<file path="src/rtl/serial_rx_pkg.sv">
package serial_rx_pkg;

  typedef enum logic [2:0] {
    PAR_NONE  = 3'd0,
    PAR_EVEN  = 3'd1,
    PAR_ODD   = 3'd2,
    PAR_MARK  = 3'd3,
    PAR_SPACE = 3'd4
  } par_mode_e;

  typedef enum logic [2:0] {
    ST_IDLE,
    ST_START,
    ST_DATA,
    ST_PAR,
    ST_STOP,
    ST_WAITHI
  } rx_state_e;

  function automatic logic par_expects_bit(input logic [2:0] mode);
    return (mode == PAR_EVEN) || (mode == PAR_ODD) ||
           (mode == PAR_MARK) || (mode == PAR_SPACE);
  endfunction

endpackage

</file>
<file path="src/rtl/rx_line_sync.sv">
module rx_line_sync #(
  parameter int STAGES = 2
) (
  input  logic clk,
  input  logic rst_n,
  input  logic raw,
  output logic synced
);

  logic [STAGES-1:0] chain;

  generate
    for (genvar i = 0; i < STAGES; i++) begin : g_stage
      if (i == 0) begin : g_first
        always_ff @(posedge clk or negedge rst_n) begin
          if (!rst_n) chain[0] <= 1'b1;
          else        chain[0] <= raw;
        end
      end else begin : g_next
        always_ff @(posedge clk or negedge rst_n) begin
          if (!rst_n) chain[i] <= 1'b1;
          else        chain[i] <= chain[i-1];
        end
      end
    end
  endgenerate

  assign synced = chain[STAGES-1];

endmodule

</file>
<file path="src/rtl/rx_frame_engine.sv">
module rx_frame_engine
  import serial_rx_pkg::*;
#(
  parameter int OSR      = 16,
  parameter int DATA_MAX = 8,
  parameter int DATA_MIN = 5,
  parameter int LEN_W    = 2
) (
  input  logic                clk,
  input  logic                rst_n,
  input  logic                tick,
  input  logic                line,
  input  logic [LEN_W-1:0]    cfg_len,
  input  logic                par_en,
  output logic [DATA_MAX-1:0] word,
  output logic                par_bit,
  output logic                done,
  output logic                frame_err
);

  localparam int CNT_W = $clog2(OSR);
  localparam int HALF  = OSR / 2;
  localparam int IDX_W = $clog2(DATA_MAX + 1);

  rx_state_e             state;
  logic [CNT_W-1:0]      tcnt;
  logic [IDX_W-1:0]      bidx;
  logic [DATA_MAX-1:0]   shreg;
  logic [IDX_W-1:0]      last_idx;
  logic [IDX_W-1:0]      align_sh;
  logic                  at_half;
  logic                  at_full;

  assign last_idx = IDX_W'(DATA_MIN - 1) + IDX_W'(cfg_len);
  assign align_sh = IDX_W'(DATA_MAX - 1) - last_idx;
  assign at_half  = (tcnt == CNT_W'(HALF - 1));
  assign at_full  = (tcnt == CNT_W'(OSR - 1));
  assign word     = shreg >> align_sh;

  always_ff @(posedge clk or negedge rst_n) begin
    if (!rst_n) begin
      state     <= ST_IDLE;
      tcnt      <= '0;
      bidx      <= '0;
      shreg     <= '0;
      par_bit   <= 1'b0;
      done      <= 1'b0;
      frame_err <= 1'b0;
    end else begin
      done <= 1'b0;
      if (tick) begin
        unique case (state)
          ST_IDLE: begin
            tcnt <= '0;
            if (!line) state <= ST_START;
          end
          ST_START: begin
            if (at_half) begin
              tcnt <= '0;
              bidx <= '0;
              state <= line ? ST_IDLE : ST_DATA;
            end else begin
              tcnt <= tcnt + 1'b1;
            end
          end
          ST_DATA: begin
            if (at_full) begin
              tcnt  <= '0;
              shreg <= {line, shreg[DATA_MAX-1:1]};
              if (bidx == last_idx) begin
                state <= par_en ? ST_PAR : ST_STOP;
              end else begin
                bidx <= bidx + 1'b1;
              end
            end else begin
              tcnt <= tcnt + 1'b1;
            end
          end
          ST_PAR: begin
            if (at_full) begin
              tcnt    <= '0;
              par_bit <= line;
              state   <= ST_STOP;
            end else begin
              tcnt <= tcnt + 1'b1;
            end
          end
          ST_STOP: begin
            if (at_full) begin
              tcnt      <= '0;
              done      <= 1'b1;
              frame_err <= !line;
              state     <= line ? ST_IDLE : ST_WAITHI;
            end else begin
              tcnt <= tcnt + 1'b1;
            end
          end
          ST_WAITHI: begin
            tcnt <= '0;
            if (line) state <= ST_IDLE;
          end
          default: state <= ST_IDLE;
        endcase
      end
    end
  end

endmodule

</file>
<file path="src/rtl/rx_parity_eval.sv">
module rx_parity_eval
  import serial_rx_pkg::*;
#(
  parameter int DATA_MAX = 8
) (
  input  logic [DATA_MAX-1:0] word,
  input  logic                par_bit,
  input  logic [2:0]          mode,
  output logic                err
);

  logic ones_odd;
  assign ones_odd = ^{word, par_bit};

  always_comb begin
    unique case (mode)
      PAR_EVEN:  err = ones_odd;
      PAR_ODD:   err = !ones_odd;
      PAR_MARK:  err = !par_bit;
      PAR_SPACE: err = par_bit;
      default:   err = 1'b0;
    endcase
  end

endmodule

</file>
<file path="src/rtl/rx_word_hold.sv">
module rx_word_hold #(
  parameter int DATA_MAX = 8
) (
  input  logic                clk,
  input  logic                rst_n,
  input  logic                load,
  input  logic [DATA_MAX-1:0] in_data,
  input  logic                in_perr,
  input  logic                in_ferr,
  input  logic                ready,
  output logic [DATA_MAX-1:0] data,
  output logic                valid,
  output logic                perr,
  output logic                ferr,
  output logic                ovr
);

  always_ff @(posedge clk or negedge rst_n) begin
    if (!rst_n) begin
      data  <= '0;
      valid <= 1'b0;
      perr  <= 1'b0;
      ferr  <= 1'b0;
      ovr   <= 1'b0;
    end else if (load) begin
      data  <= in_data;
      valid <= 1'b1;
      perr  <= in_perr;
      ferr  <= in_ferr;
      ovr   <= valid && !ready;
    end else if (valid && ready) begin
      valid <= 1'b0;
      perr  <= 1'b0;
      ferr  <= 1'b0;
      ovr   <= 1'b0;
    end
  end

endmodule

</file>
<file path="src/rtl/serial_rx_core.sv">
module serial_rx_core
  import serial_rx_pkg::*;
#(
  parameter int OSR         = 16,
  parameter int DATA_MAX    = 8,
  parameter int DATA_MIN    = 5,
  parameter int SYNC_STAGES = 2
) (
  input  logic                                      clk,
  input  logic                                      rst_n,
  input  logic                                      os_tick,
  input  logic                                      rxd,
  input  logic [$clog2(DATA_MAX-DATA_MIN+1)-1:0]    cfg_len,
  input  logic [2:0]                                cfg_par,
  output logic [DATA_MAX-1:0]                       rx_data,
  output logic                                      rx_valid,
  input  logic                                      rx_ready,
  output logic                                      rx_parity_err,
  output logic                                      rx_frame_err,
  output logic                                      rx_overrun
);

  localparam int LEN_W = $clog2(DATA_MAX - DATA_MIN + 1);

  logic                line_s;
  logic [DATA_MAX-1:0] word;
  logic                par_bit;
  logic                char_done;
  logic                stop_bad;
  logic                par_bad;

  rx_line_sync #(.STAGES(SYNC_STAGES)) u_sync (
    .clk    (clk),
    .rst_n  (rst_n),
    .raw    (rxd),
    .synced (line_s)
  );

  rx_frame_engine #(
    .OSR(OSR), .DATA_MAX(DATA_MAX), .DATA_MIN(DATA_MIN), .LEN_W(LEN_W)
  ) u_engine (
    .clk       (clk),
    .rst_n     (rst_n),
    .tick      (os_tick),
    .line      (line_s),
    .cfg_len   (cfg_len),
    .par_en    (par_expects_bit(cfg_par)),
    .word      (word),
    .par_bit   (par_bit),
    .done      (char_done),
    .frame_err (stop_bad)
  );

  rx_parity_eval #(.DATA_MAX(DATA_MAX)) u_par (
    .word    (word),
    .par_bit (par_bit),
    .mode    (cfg_par),
    .err     (par_bad)
  );

  rx_word_hold #(.DATA_MAX(DATA_MAX)) u_hold (
    .clk     (clk),
    .rst_n   (rst_n),
    .load    (char_done),
    .in_data (word),
    .in_perr (par_bad),
    .in_ferr (stop_bad),
    .ready   (rx_ready),
    .data    (rx_data),
    .valid   (rx_valid),
    .perr    (rx_parity_err),
    .ferr    (rx_frame_err),
    .ovr     (rx_overrun)
  );

endmodule

</file>
<file path="config.mk">
export PLATFORM = sky130hd
export DESIGN_NAME = serial_rx_core
export DESIGN_NICKNAME = d
export VERILOG_FILES = /design/src/rtl/serial_rx_pkg.sv /design/src/rtl/rx_line_sync.sv /design/src/rtl/rx_frame_engine.sv /design/src/rtl/rx_parity_eval.sv /design/src/rtl/rx_word_hold.sv /design/src/rtl/serial_rx_core.sv
export SDC_FILE = /design/constraint.sdc
export NUM_CORES = 1
export LEC_CHECK = 0
export BUFFER_PORTS_ARGS = -buffer_cell sky130_fd_sc_hd__buf_4
export CAP_MARGIN = 25
export CORE_MARGIN = 1
export CORE_UTILIZATION = 50
export CTS_CLUSTER_DIAMETER = 30
export DETAILED_ROUTE_END_ITERATION = 16
export PLACE_DENSITY = 0.79
export SYNTH_ARGS = -nofsm -noshare
export SYNTH_HDL_FRONTEND = slang
export SYNTH_SLANG_ARGS = --single-unit
</file>
<file path="constraint.sdc">
create_clock -name clk -period 2.8 [get_ports clk]
set_input_delay 0.84 -clock clk [delete_from_list [all_inputs] [get_ports clk]]
set_output_delay 0.84 -clock clk [all_outputs]
set_load 0.01 [all_outputs]
</file>
==> reports/qor.yml <==
placement:
  place_congestion: 0.842
  dp_cells: 249
  pre_cts_slack_ps: 19.2
  io_buffers: 21
  post_dp_cell_area_sq_um: 2170
  place_hpwl_microns: 2670
cts:
  cts_num_sinks: 36
  ctsLongestPathBuffers: 2
  cts_buffers: 5
  htreeDepth: 2
  tritoncts: "done"
  insertion_delay_ps: 290
  hold_buffers: 0
  cts_setup_buffers: 0
  cts_root_buf: "clkbuf_8"
  path_clk_slew_ps: 70
  cts_resized: 0
detailed_routing:
  final_antenna_net_count: 0
  wirelength_microns: 3730
  first_iter_violations: 82
  drtPass1Iterations: 4
  wl_per_cell_microns: 14.6
  vias: 1416
  drcViolationCount: 0
  routed_via_density: 5.53
global_routing:
  antenna_found_initial: 0
  grt_pass1_vias: 1395
  grt_pass1_wl_microns: 6570
  grt_overflow: 0
  grt_usage_pct: 20.5
  grt_max_degree: 37
yosys:
  syn-cell-area_sq_um: 2000
  syn_avg_cell_area_sq_um: 10.5
  synthFlopType: "dfrtp_1"
  syn_inst: 190
  synth.ff_latch_count: 36
  synth_edf_count: 0
  synth_top_area_share_pct: 42.5
  synth.distinct_cells: 40
  yosys.area.top_type: "dfrtp_1"
  yosys_warnings: 0
  synth_seq_area_share_pct: 45.2
  yosys-top-cells-area: "dfrtp_1 (43%), mux2_1 (5.6%), mux2i_1 (5.0%), mux2_2 (3.9%), nand2_1 (3.2%)"
  async_flop_share_pct: 100
  syn_nets: 202
timing:
  worstMarginPinSlew_ps: 618
  slew_headroom_pct: 58.7
  finalHoldViolations: 0
  fin_crit_sh_pct: 88.4
  fmax_mhz: 404
  skew_ps: 6.98
  tns_ps: 0
  setup_slack_ps: 325
  final.min_clock_period_ps: 2480
  maxSlewViolCount: 0
  grt_setup_unrepaired: "false"
  whs_ps: 357
  finalSetupViolations: 0
flow_run:
  cap_viol_max_count: 0
worst_setup_path:
  cp-startpoint: "cfg_len[0]"
  cp_slowest_cell: "mux4_2"
  crit_cells: 6
  cp.buffers_inverters: 1
  crit_path_end_kind: "flop"
  r2r_slack_ps: 600
  cp-start-kind: "input port"
  critPathMaxFanout: 4
  reg2reg_from: "u_engine.shreg[2]$_DFFE_PN0P_"
  cp_common_cell: "xnor3_1"
  crit_arrival_ps: 2680
  worstRegToRegCells: 5
  worst-setup-path-type: "input port to flop"
  worst_path_dominant_cell_family: "XOR/XNOR gates"
  critPathMaxStageDelay_ps: 530
  critPathRequiredTime_ps: 3010
  path_cells: "buf_4 -> mux4_2 -> xnor2_1 -> xnor3_1 -> xnor3_1 -> mux2i_1"
floorplanning:
  core_area_sq_um: 3740
  start_util_pct: 53.4
  die_w_microns: 65.3
  num_io_pins: 22
  dieArea_sq_um: 4260
  num_rows: 22
  die_height_microns: 65.3
pwr:
  peakVddDrop_mv: 0.451
  cellLeakagePower_nw: 1.09
  power_density_nw_per_um2: 663
finish:
  nets: 220
  finalInstanceArea_sq_um: 2250
  nFillCells: 322
  layoutNonFillerInstCount: 256
  diodes: 0
  area.growth.synth_to_final_pct: 12.3
  drive_gt1_share_pct: 19.7
min_path:
  hold_depth: 0
  hp-class: "flop to flop"
  min_from: "u_sync.chain[0]$_DFF_PN1_"
status:
  status: "finished clean"
[cells in the final DEF, fill, tap and decap left out, types with 2 or more instances in the layout]
master and instances:
o22ai_1 6, buf_4 22, o21ai_1 6, xnor3_1 2, o21ai_0 6, xnor2_1 7, a21o_1 3, mux4_2 2
nor2_1 13, mux2i_1 10, a22o_1 2, nand2_1 17, a31oi_1 2, ha_1 2, a21oi_1 6, dfstp_2 2
mux2_2 7, inv_1 8, dfrtp_1 34, mux2_1 10, nand3_1 5, clkbuf_8 5, nand2b_1 4, nor2b_1 2
a221oi_1 2, a211oi_1 3, nand3b_1 2, xor2_1 4
[cells by family (layout without fill, tap and decap cells)]
| logic type | count (synthesis) | in the layout | share of synthesized area, % |
|---|---|---|---|
| and+or+nand+nor | 50 | 50 | 11.7 |
| AOI/OAI and AO/OA | 39 | 39 | 12.2 |
| DFF | 36 | 36 | 45.2 |
| muxes | 30 | 30 | 18.1 |
| buffers and inverters | 20 | 38 | 4.50 |
| xor gates and xnor gates | 13 | 13 | 7.07 |
| adders and majority gates | 2 | 2 | 1.25 |
[state kept, by name, indices dropped and copies added (netlist names), 3 cells and up]
name and flops:
u_engine.shreg 8, u_hold.data 8, u_engine.bidx 4, u_engine.tcnt 4, u_engine.state 3
[final timing paths]
check / end
min: u_sync.synced$_DFF_PN1_
max: u_hold.perr$_DFFE_PN0P_
max reg2reg: u_hold.perr$_DFFE_PN0P_
min in group asynchronous: u_engine.shreg[2]$_DFFE_PN0P_
max in group asynchronous: u_sync.chain[0]$_DFF_PN1_
min reg2reg: u_sync.synced$_DFF_PN1_
[per-layer routing]
layer,track usage (%),part of all wire (%),up-vias
met4,7.61,1.6,0
met3,5.73,4.1,8
met5,0,0,-
met2,31.3,45,30
li1,-,-,705
met1,27.7,49,673
[where the power goes]
part / switching, W / internal [W]
clock: 0.000174 / 0.000169
combinational: 0.000200 / 0.000253
sequential: 0.0000990 / 0.000595
[worst register-to-register path, stage by stage, from the launching register on]
cell	delay, ps
dfrtp_1	420
mux4_2	510
xnor2_1	230
xnor3_1	330
xnor3_1	420
mux2i_1	210
[per-stage QoR]
step,util (%),total power (W)
final,60.0,0.00149
after global routing,60.0,0.00159
after CTS,60.0,0.00150
after detailed placement,58.0,0.00116
after global placement,58.0,0.00113
after floorplan,-,0.00105
[final cells by class]
class	instances	area, sq um	share of cell area (%)
clock inverter	1	5.00	0.223
timing repair buffer	22	165	7.35
sequential	36	903	40.2
inverter	9	33.8	1.50
tap	48	60.1	2.67
clock buffer	6	72.6	3.23
multi-input combinational	134	1010	44.8
[Yosys cell counts, drive strengths merged (2+ instances only)]
cell,instances
mux2,17
a31oi,2
a211oi,3
a21oi,6
nor2b,2
clkbuf,9
o21ai,12
o22ai,6
ha,2
nor2,13
nand3b,2
nand3,5
a221oi,2
nand2b,4
buf,2
xnor2,7
a21o,3
mux4,3
a22o,2
xor2,4
dfstp,2
inv,9
or2,2
xnor3,2
mux2i,10
nand2,17
dfrtp,34
Note: power is estimated with default switching activity, not from simulation.
